===== src/rtl/clkgate_pkg.sv =====
package clkgate_pkg;

  localparam int NUM_PLL = 3;

  typedef enum logic [1:0] {
    MODE_RUN = 2'd0,
    MODE_LOW = 2'd1,
    MODE_HIZ = 2'd2
  } gate_mode_e;

  typedef enum logic [2:0] {
    CLS_CPU, CLS_SRC, CLS_PCIF, CLS_PCI, CLS_REF, CLS_USB, CLS_DOT
  } out_class_e;

  typedef enum logic [1:0] {
    SEQ_WAKE, SEQ_ACTIVE, SEQ_DRAIN, SEQ_OFF
  } seq_state_e;

  // Class of an output index, following the fixed index order.
  function automatic out_class_e class_of(int idx, int ncpu, int nsrc,
                                          int npcif, int npci, int nref);
    if (idx < ncpu) return CLS_CPU;
    if (idx < ncpu + nsrc) return CLS_SRC;
    if (idx < ncpu + nsrc + npcif) return CLS_PCIF;
    if (idx < ncpu + nsrc + npcif + npci) return CLS_PCI;
    if (idx < ncpu + nsrc + npcif + npci + nref) return CLS_REF;
    if (idx == ncpu + nsrc + npcif + npci + nref) return CLS_USB;
    return CLS_DOT;
  endfunction

  function automatic gate_mode_e idle_mode(logic tri_sel);
    return tri_sel ? MODE_HIZ : MODE_LOW;
  endfunction

  // Mode taken while the PLLs are being (or are) shut down.
  function automatic gate_mode_e pd_mode(out_class_e c, logic pd_tri);
    case (c)
      CLS_CPU, CLS_SRC, CLS_DOT: return idle_mode(pd_tri);
      CLS_USB:                   return MODE_HIZ;
      default:                   return MODE_LOW;
    endcase
  endfunction

  // Mode taken while the stop bit is asserted.
  function automatic gate_mode_e stop_mode(out_class_e c, logic stoppable,
                                           logic stop_tri);
    case (c)
      CLS_SRC:  return stoppable ? idle_mode(stop_tri) : MODE_RUN;
      CLS_PCIF: return stoppable ? MODE_LOW : MODE_RUN;
      CLS_PCI:  return MODE_LOW;
      default:  return MODE_RUN;
    endcase
  endfunction

  function automatic gate_mode_e target_mode(out_class_e c, logic en,
                                             logic stoppable, logic stop_act,
                                             logic pd_force, logic wake_force,
                                             logic pd_tri, logic stop_tri);
    if (!en) return MODE_HIZ;
    if (wake_force) return MODE_LOW;
    if (pd_force) return pd_mode(c, pd_tri);
    if (stop_act) return stop_mode(c, stoppable, stop_tri);
    return MODE_RUN;
  endfunction

endpackage


===== src/rtl/clkgate_sync.sv =====
module clkgate_sync #(
  parameter bit RST_VAL = 1'b0,
  parameter int STAGES  = 2
) (
  input  logic clk,
  input  logic rst_n,
  input  logic d,
  output logic q
);
  logic [STAGES-1:0] chain;

  always_ff @(posedge clk or negedge rst_n) begin
    if (!rst_n) chain <= {STAGES{RST_VAL}};
    else        chain <= {chain[STAGES-2:0], d};
  end

  assign q = chain[STAGES-1];
endmodule


===== src/rtl/clkgate_seq.sv =====
module clkgate_seq
  import clkgate_pkg::*;
#(
  parameter int LOCK_CYC = 16,
  localparam int CW = $clog2(LOCK_CYC + 1)
) (
  input  logic       clk,
  input  logic       rst_n,
  input  logic       pd_sync,
  input  logic       all_settled,
  output seq_state_e state_o,
  output logic       pd_force,
  output logic       wake_force,
  output logic       off_o
);
  seq_state_e state_q, state_d;
  logic [CW-1:0] cnt_q, cnt_d;
  logic          lock_done;

  assign lock_done = (cnt_q == CW'(LOCK_CYC - 1));

  always_comb begin
    state_d = state_q;
    cnt_d   = cnt_q;
    case (state_q)
      SEQ_WAKE: begin
        cnt_d = cnt_q + 1'b1;
        if (pd_sync)        state_d = SEQ_DRAIN;
        else if (lock_done) state_d = SEQ_ACTIVE;
      end
      SEQ_ACTIVE: if (pd_sync) state_d = SEQ_DRAIN;
      SEQ_DRAIN:  if (all_settled) state_d = SEQ_OFF;
      SEQ_OFF: begin
        if (!pd_sync) begin
          state_d = SEQ_WAKE;
          cnt_d   = '0;
        end
      end
      default: state_d = SEQ_WAKE;
    endcase
  end

  always_ff @(posedge clk or negedge rst_n) begin
    if (!rst_n) begin
      state_q <= SEQ_WAKE;
      cnt_q   <= '0;
    end else begin
      state_q <= state_d;
      cnt_q   <= cnt_d;
    end
  end

  assign state_o    = state_q;
  assign pd_force   = (state_q == SEQ_DRAIN) || (state_q == SEQ_OFF);
  assign wake_force = (state_q == SEQ_WAKE);
  assign off_o      = (state_q == SEQ_OFF);
endmodule


===== src/rtl/clkgate_lane.sv =====
module clkgate_lane
  import clkgate_pkg::*;
#(
  parameter out_class_e CLS = CLS_CPU
) (
  input  logic       clk,
  input  logic       rst_n,
  input  logic       phase,
  input  logic       out_en,
  input  logic       stoppable,
  input  logic       stop_act,
  input  logic       pd_force,
  input  logic       wake_force,
  input  logic       pd_tri,
  input  logic       stop_tri,
  output gate_mode_e mode_o,
  output logic       settled_o
);
  gate_mode_e tgt, mode_q;

  assign tgt = target_mode(CLS, out_en, stoppable, stop_act, pd_force,
                           wake_force, pd_tri, stop_tri);

  // New mode is taken only when the divided clock is low.
  always_ff @(posedge clk or negedge rst_n) begin
    if (!rst_n)      mode_q <= MODE_LOW;
    else if (!phase) mode_q <= tgt;
  end

  assign mode_o    = mode_q;
  assign settled_o = (mode_q == tgt);
endmodule


===== src/rtl/clkgate_ctrl.sv =====
module clkgate_ctrl
  import clkgate_pkg::*;
#(
  parameter int NUM_CPU  = 2,
  parameter int NUM_SRC  = 8,
  parameter int NUM_PCIF = 3,
  parameter int NUM_PCI  = 6,
  parameter int NUM_REF  = 2,
  parameter int LOCK_CYC = 16,
  localparam int NOUT = NUM_CPU + NUM_SRC + NUM_PCIF + NUM_PCI + NUM_REF + 2
) (
  input  logic                clk,
  input  logic                rst_n,
  input  logic [NOUT-1:0]     phase_i,
  input  logic [NOUT-1:0]     out_en_i,
  input  logic [NUM_SRC-1:0]  src_stoppable_i,
  input  logic [NUM_PCIF-1:0] pcif_stoppable_i,
  input  logic                stop_n_i,
  input  logic                src_stop_tri_i,
  input  logic [NUM_CPU-1:0]  cpu_pd_tri_i,
  input  logic                src_pd_tri_i,
  input  logic                dot_pd_tri_i,
  input  logic                pd_req_i,
  input  logic [2:0]          pll_pd_i,
  output logic [NOUT-1:0]     run_o,
  output logic [NOUT-1:0]     low_o,
  output logic [NOUT-1:0]     hiz_o,
  output logic [2:0]          pll_off_o
);
  localparam int SRC_BASE  = NUM_CPU;
  localparam int PCIF_BASE = SRC_BASE + NUM_SRC;

  logic stop_sync, pd_sync;
  logic pd_force, wake_force, seq_off_w, seq_wake_w;
  seq_state_e seq_state;
  logic [NOUT-1:0] settled;

  clkgate_sync #(.RST_VAL(1'b1)) u_stop_sync (
    .clk(clk), .rst_n(rst_n), .d(stop_n_i), .q(stop_sync));
  clkgate_sync #(.RST_VAL(1'b0)) u_pd_sync (
    .clk(clk), .rst_n(rst_n), .d(pd_req_i), .q(pd_sync));

  clkgate_seq #(.LOCK_CYC(LOCK_CYC)) u_seq (
    .clk(clk), .rst_n(rst_n), .pd_sync(pd_sync), .all_settled(&settled),
    .state_o(seq_state), .pd_force(pd_force), .wake_force(wake_force),
    .off_o(seq_off_w));

  assign seq_wake_w = (seq_state == SEQ_WAKE);

  for (genvar g = 0; g < NOUT; g++) begin : g_lane
    localparam out_class_e C =
      class_of(g, NUM_CPU, NUM_SRC, NUM_PCIF, NUM_PCI, NUM_REF);
    logic stp, ptri;
    gate_mode_e m;

    if (C == CLS_SRC) begin : g_src
      assign stp  = src_stoppable_i[g - SRC_BASE];
      assign ptri = src_pd_tri_i;
    end else if (C == CLS_PCIF) begin : g_pcif
      assign stp  = pcif_stoppable_i[g - PCIF_BASE];
      assign ptri = 1'b0;
    end else if (C == CLS_CPU) begin : g_cpu
      assign stp  = 1'b0;
      assign ptri = cpu_pd_tri_i[g];
    end else if (C == CLS_DOT) begin : g_dot
      assign stp  = 1'b0;
      assign ptri = dot_pd_tri_i;
    end else begin : g_fixed
      assign stp  = 1'b0;
      assign ptri = 1'b0;
    end

    clkgate_lane #(.CLS(C)) u_lane (
      .clk(clk), .rst_n(rst_n), .phase(phase_i[g]), .out_en(out_en_i[g]),
      .stoppable(stp), .stop_act(!stop_sync), .pd_force(pd_force),
      .wake_force(wake_force), .pd_tri(ptri), .stop_tri(src_stop_tri_i),
      .mode_o(m), .settled_o(settled[g]));

    assign run_o[g] = (m == MODE_RUN);
    assign low_o[g] = (m == MODE_LOW);
    assign hiz_o[g] = (m == MODE_HIZ);
  end

  assign pll_off_o = pll_pd_i | {NUM_PLL{seq_off_w}};
endmodule


===== config.mk =====
export PLATFORM = sky130hd
export DESIGN_NAME = clkgate_ctrl
export DESIGN_NICKNAME = d
export VERILOG_FILES = /design/src/rtl/clkgate_pkg.sv /design/src/rtl/clkgate_sync.sv /design/src/rtl/clkgate_seq.sv /design/src/rtl/clkgate_lane.sv /design/src/rtl/clkgate_ctrl.sv
export SDC_FILE = /design/constraint.sdc
export NUM_CORES = 1
export LEC_CHECK = 0
export ABC_CLOCK_PERIOD_IN_PS = 5700
export BUFFER_PORTS_ARGS = -buffer_cell sky130_fd_sc_hd__buf_4
export CAP_MARGIN = 30
export CORE_ASPECT_RATIO = 1.75
export CORE_MARGIN = 1.5
export CORE_UTILIZATION = 54
export DETAILED_ROUTE_END_ITERATION = 10
export PLACE_DENSITY = 0.89
export SYNTH_ARGS = -nofsm -noshare
export SYNTH_HDL_FRONTEND = slang
export SYNTH_SLANG_ARGS = --single-unit
export TNS_END_PERCENT = 10

===== constraint.sdc =====
create_clock -name clk -period 5.7 [get_ports clk]
set_input_delay 0.855 -clock clk [delete_from_list [all_inputs] [get_ports clk]]
set_output_delay 0.855 -clock clk [all_outputs]
set_load 0.01 [all_outputs]

; Word-level counts from Yosys, hierarchy flattened
; Index checks and enable logic that the tools add are counted.
[op_classes]
add_sub_neg = 1
bitwise_logic = 1
eq_ne = 77
n_mux = 349
reduce_logical = 29
[op_table]
columns = op, count
row1 = $mux 2, 202
row2 = $mux 1, 144
row3 = $eq 2x2->1 const B, 25
row4 = $eq 2x1->1 const B, 24
row5 = $logic_not 2->1, 24
row6 = $eq 2x2->1, 23
row7 = $reduce_and 23->1, 1
row8 = $pmux 5 s2, 1
row9 = $pmux 2 s4, 1
row10 = $add 5x1->5 const B, 1
row11 = $eq 5x4->1 const B, 1
row12 = $mux 5, 1
row13 = $ne 2x2->1 const B, 2
row14 = $reduce_and 4->1, 1
row15 = $ne 3x3->1 const B, 1
row16 = $or 3x3->3, 1
row17 = $ne 2x1->1 const B, 1
row18 = $reduce_and 2->1, 1
row19 = $reduce_bool 2->1, 1
row20 = $logic_or 1x1->1, 1
[word_totals]
elab_cells = 484
output_inout_bits = 72
register_bits = 57

; Depth between registers and ports, before layout
[logic_depth]
ltp_word = 16
depth_mapped = 12
depth_no_buf = 11

; Modules after synthesis
; Synthesis repeated with hierarchy kept, for this count alone.
[hier_totals]
cells_unflattened = 477
hier_area_um2 = 4167.7
[modules_own_cells]
columns = module, seq_area_each_um2, n_inst, cells_each, area_each_um2
row1 = clkgate_lane (g_lane[2].u_lane ...), 51.3, 8, 17, 171.4
row2 = clkgate_lane (g_lane[13].u_lane ...), 51.3, 6, 13, 112.6
row3 = clkgate_seq, 175.2, 1, 48, 479.2
row4 = clkgate_lane (g_lane[10].u_lane ...), 51.3, 4, 13, 115.1
row5 = clkgate_ctrl, 0.0, 1, 82, 454.2
row6 = clkgate_lane (g_lane[0].u_lane ...), 51.3, 3, 17, 138.9
row7 = clkgate_lane (g_lane[19].u_lane ...), 51.3, 2, 13, 103.8
row8 = clkgate_sync (u_stop_sync), 52.6, 1, 2, 52.6
row9 = clkgate_sync (u_pd_sync), 50.0, 1, 2, 50.0

; Least setup slack after synthesis
; OpenSTA, ideal clock, no wires.
[synth_timing]
path_type = in2reg
startpoint = input src_stop_tri_i
endpoint = register u_seq.state_q[0] (netlist: u_seq.state_o[0])
setup_slack_ps = 2829
t_arrival_ps = 2751
path_stages = 8
cell_sequence = or4_4 -> o211ai_2 -> nand3_1 -> a211oi_1 -> nand4_1 -> or4_4 -> mux2i_1 -> a31o_1
[synth_via]
elab_chain_len = 11
word_cells_on_any_way = 60
classes_between = eq/ne (9) / mux (49) / reduce/logical (2)
[synth_lines]
columns = item, line
row1 = from (decl), clkgate_ctrl.sv:19  ; input logic src_stop_tri_i,
row2 = $mux 2 *, clkgate_pkg.sv:32  ; return tri_sel ? MODE_HIZ : MODE_LOW;
row3 = $mux 2, clkgate_pkg.sv:48  ; CLS_SRC: return stoppable ? idle_mode(stop_tri) : MODE_RUN;
row4 = $mux 2, clkgate_pkg.sv:62  ; if (stop_act) return stop_mode(c, stoppable, stop_tri);
row5 = $mux 2, clkgate_pkg.sv:63  ; return MODE_RUN;
row6 = $mux 2, clkgate_pkg.sv:62
row7 = $mux 2, clkgate_pkg.sv:61  ; if (pd_force) return pd_mode(c, pd_tri);
row8 = $mux 2, clkgate_pkg.sv:60  ; if (wake_force) return MODE_LOW;
row9 = $eq 2x2->1, clkgate_lane.sv:31  ; assign settled_o = (mode_q == tgt);
row10 = $reduce_and 23->1 *, clkgate_ctrl.sv:44  ; .clk(clk), .rst_n(rst_n), .pd_sync(pd_sync), .all_settled(&settled),
row11 = $ne 2x1->1 (no source line) *, -
row12 = $reduce_and 4->1 (no source line) *, -
row13 = to (signal assigned), clkgate_seq.sv:48  ; state_q <= state_d;
row14 = to (decl), clkgate_seq.sv:16  ; seq_state_e state_q, state_d;
; Mark *: on every way between the ends. The rest lies on a longest branch, timed or not.
; A chain may end at the register's enable or synchronous reset.

; Final worst setup path
[layout_timing]
startpoint = register u_seq.state_q[1] (netlist: u_seq.state_o[1])
endpoint = register u_seq.state_q[0] (netlist: u_seq.state_o[0])
[layout_via]
elab_chain_len = 12
word_cells_on_any_way = 267
classes_between = eq/ne (30) / mux (233) / reduce/logical (4)
[layout_lines]
columns = item, line
row1 = $logic_not 2->1 or $eq 2x2->1 (tied branches), "clkgate_seq.sv:25, clkgate_seq.sv:55, clkgate_seq.sv:54"
row2 = $mux 2 or $logic_or 1x1->1 (tied branches), "clkgate_pkg.sv:60, clkgate_seq.sv:54"
row3 = $mux 2 or $mux 1 (tied branches), clkgate_pkg.sv:61
row4 = $mux 2 or $mux 1 (tied branches), "clkgate_pkg.sv:62, clkgate_pkg.sv:61"
row5 = $mux 2 or $mux 1 (tied branches), "clkgate_pkg.sv:63, clkgate_pkg.sv:60"
row6 = $mux 2, clkgate_pkg.sv:62
row7 = $mux 2, clkgate_pkg.sv:61
row8 = $mux 2, clkgate_pkg.sv:60
row9 = $eq 2x2->1, clkgate_lane.sv:31
row10 = $reduce_and 23->1, clkgate_ctrl.sv:44
row11 = $ne 2x1->1 (no source line), -
row12 = $reduce_and 4->1 (no source line), -
; Several ways; a longest one is shown, not always the timed one. The select of a mux whose other input is x is not followed.

==> results.md <==
* Run status: complete, no violations
* Setup Skew at 0.007697 ns
* FP Rows at 40
* Initial core utilization at 55.33%
* Hold Path Origin: u_pd_sync.chain[0]$_DFF_PN0_
* Worst slew pin tran at 0.7677 ns
* Clock Pin Slew Worst Setup and Hold Paths at 0.05 ns
* Reg2reg end: u_seq.state_o[0]$_DFFE_PN0P_
* RSZ-0062 raised after global routing: false
* IO Port Bufs at 140
* Synthesis-stage register bit count at 57
* Commonest cells in the netlist: nand2_1 (51), nor2b_1 (47), o21ai_0 (41), dfrtp_1 (32), nor2_1 (30)
* Number of DRC markers in iteration 0 at 265
* Total CTS buffers at 9
* FF-to-FF Start: u_seq.state_o[1]$_DFFE_PN0P_
* Layout Utilization at 76.03%
* Dpl hpwl at 8044 um
* Post-synthesis cell area at 3766 um2
* Static leakage at 0.002372 uW
* Detailed Routing Iterations Pass 1 at 5
* Synth Net Count at 500
* Share of cells above drive strength 1 at 37.02%
* Nets at 641
* Final Hold Violating Endpoints at 0
* CTS resizes at 0
* Capturing element type of the critical path: flop
* Area grow syn2layout at 37.41%
* GR Overflow Total at 0
* Crit path time final at 3.396 ns
* Pin count of the biggest net entering global routing at 58
* Clock Path Buffers at 2
* Hold worst-path end: u_pd_sync.chain[1]$_DFF_PN0_
* Pwr dens at 443.5 nW/um2
* Sink Count at 57
* Post-synth ARST share at 100.0%
* Worst hold margin at 0.3547 ns
* Slew margin rel. at 48.82%
* Vias in the first global route at 3,705
* Routed wire per std cell at 16.45 um
* Max VDD drop at 0.0003137 V
* Ys flop type: dfrtp_1
* ANT nets after route at 0
* Period utilisation layout at 59.59%
* XOR/XNOR share of the synthesized area at 7.209%
* Mux contribution to synthesized area at 5.548%
* CTS tree: yes
* Sequential element share of the synthesized area at 38.70%
* Post-synthesis adder-cell area fraction at 2.326%
* Hold path depth at 0
* Post-synth top area share at 21.26%
* Area leader, netlist: dfrtp_1
* Ys Warns at 0
* H-Tree Depth at 3
* Hold Buf Count CTS at 0
* Core area at 6807 um2
* DR vias/cell at 5.751
* Worst-Skew Late Latency at 0.33 ns
* Slew Limit Fails at 0
* Mean Syn Cell Area at 8.882 um2
* Post-synth EDFFs at 0
* Worst r2r path cells at 9
* Setup TNS at 0 ns
* Final setup viols at 0
* Die W at 66.13 um
* Crit path kind: flop to flop
* CP arrival at 3.61 ns
* Unique masters post-synth at 56
* Min-delay worst type: flop to flop
* Initial antenna violation count at 0
* Crit path launch type: flop
* Die Area at 7504 um2
* Largest family of logic cells by synthesized area: simple AND/OR/NAND/NOR gates
* Fmax at 0.2944 GHz
* DRC viols at 0
* Synth area leaders: dfrtp_1 (21%), dfstp_2 (17%), nor2b_1 (7.8%)
* First-pass GRT wire length at 16,770 um
* Synth Instances at 424
* # IOs at 141
* Fill cells at 471
* All-Layer GR Usage at 29.24%
* Die Ht at 113.5 um
* Count leader, synth: nand2_1
* Root Driver: clkbuf_16
* Register-to-register setup slack at 2.30 ns
* Antenna diodes at 0
* Number of setup buffers added after CTS at 0
* RD Place Congestion at 0.8790
* Complex-gate fraction of the synthesized area at 14.85%
* Synth Area in Simple Gates at 27.81%
* DRT Wirelength at 10,760 um
* Crit-path max FO at 22
* Worst path required time at 5.91 ns
* Vias at 3,761
* MaxCap Viol Count at 0
==> kinds of logic after synthesis <==
kind of cell    after synthesis
buf+inv                      28
compound gates               85
flops                        57
mux                          19
simple gates                197
xor+xnor                     31
fa+ha+maj                     7
==> stage by stage <==
stage	std cells	total power [uW]	area, um2	worst slack, ns
after CTS	654	2293	5175	2.364
after global routing	654	2427	5175	2.148
after floorplan	424	1308	3766	2.829
after global placement	638	1665	4856	2.456
after detailed placement	638	1713	4856	2.388
final	654	2295	5175	2.304
==> registers in the layout, summed over array words and instances, names as in the netlist <==
| signal | count |
|---|---|
| u_pd_sync.chain | 2 |
| u_seq.state_o | 2 |
| u_stop_sync.chain | 2 |
| g_lane.u_lane.mode_o | 46 |
| u_seq.cnt_q | 5 |
==> layout make-up <==
class / instances / area (um2) / share of cell area (%)
sequential: 57 / 1458 / 28.17
multi-input combinational: 339 / 2175 / 42.02
clock inverter: 2 / 35.03 / 0.6770
inverter: 18 / 67.56 / 1.306
timing repair buffer: 140 / 1051 / 20.31
tap: 84 / 105.1 / 2.031
clock buffer: 14 / 284.0 / 5.488
==> critical path, stage by stage, from the launching register on <==
cell and delay (ns):
dfrtp_1 0.44, ha_1 0.48, or3_1 0.59, o21ai_0 0.32
xnor2_1 0.14, nor4_1 0.38, nand4_1 0.16, or4_4 0.45
mux2i_1 0.13, a31o_1 0.18
==> worst max path at each step <==
stage	depth (start not counted)	start	to	slack (ns)
detailed placement	10	u_seq.state_o[1]$_DFFE_PN0P_	u_seq.state_o[0]$_DFFE_PN0P_	2.39
finish	9	u_seq.state_o[1]$_DFFE_PN0P_	u_seq.state_o[0]$_DFFE_PN0P_	2.30
CTS	9	u_seq.state_o[1]$_DFFE_PN0P_	u_seq.state_o[0]$_DFFE_PN0P_	2.36
global placement	9	u_seq.state_o[1]$_DFFE_PN0P_	u_seq.state_o[0]$_DFFE_PN0P_	2.46
global route	9	u_seq.state_o[1]$_DFFE_PN0P_	u_seq.state_o[1]$_DFFE_PN0P_	2.15
floorplan	8	src_stop_tri_i	u_seq.state_o[0]$_DFFE_PN0P_	2.83
==> placed cells by master (no fill, tap or decap), types with 5 or more instances in the layout <==
cell	netlist	final
a31oi_1	7	7
and3_1	5	5
and4_1	5	5
buf_4	1	140
clkbuf_16	0	9
dfrtp_1	32	32
dfstp_2	25	25
ha_1	7	7
inv_1	17	17
mux2_2	15	15
nand2_1	51	51
nand2b_1	6	6
nand3_1	25	25
nand4_1	8	8
nor2_1	30	30
nor2b_1	47	47
nor4_1	6	6
o21ai_0	41	41
xnor2_1	24	24
xor2_1	7	7
==> per-layer routing <==
layer / GRT usage, % / part of all wire [%] / up-vias / wire length [um]
li1: - / - / 1777 / -
met1: 30.32 / 35 / 1740 / 3753
met2: 52.33 / 53 / 199 / 5751
met3: 6.213 / 6.7 / 45 / 725
met4: 17.01 / 4.9 / 0 / 529
met5: 0 / 0 / - / 0
==> report_power, final <==
| part | internal [uW] | leakage (uW) | switching, uW | total, uW |
|---|---|---|---|---|
| Sequential | 553 | 0.000639 | 157 | 709 |
| Clock | 384 | 0.000159 | 178 | 562 |
| Combinational | 496 | 0.00157 | 527 | 1020 |
| Total | 1430 | 0.00237 | 861 | 2290 |
No activity file was read; power rests on OpenSTA's default activity.
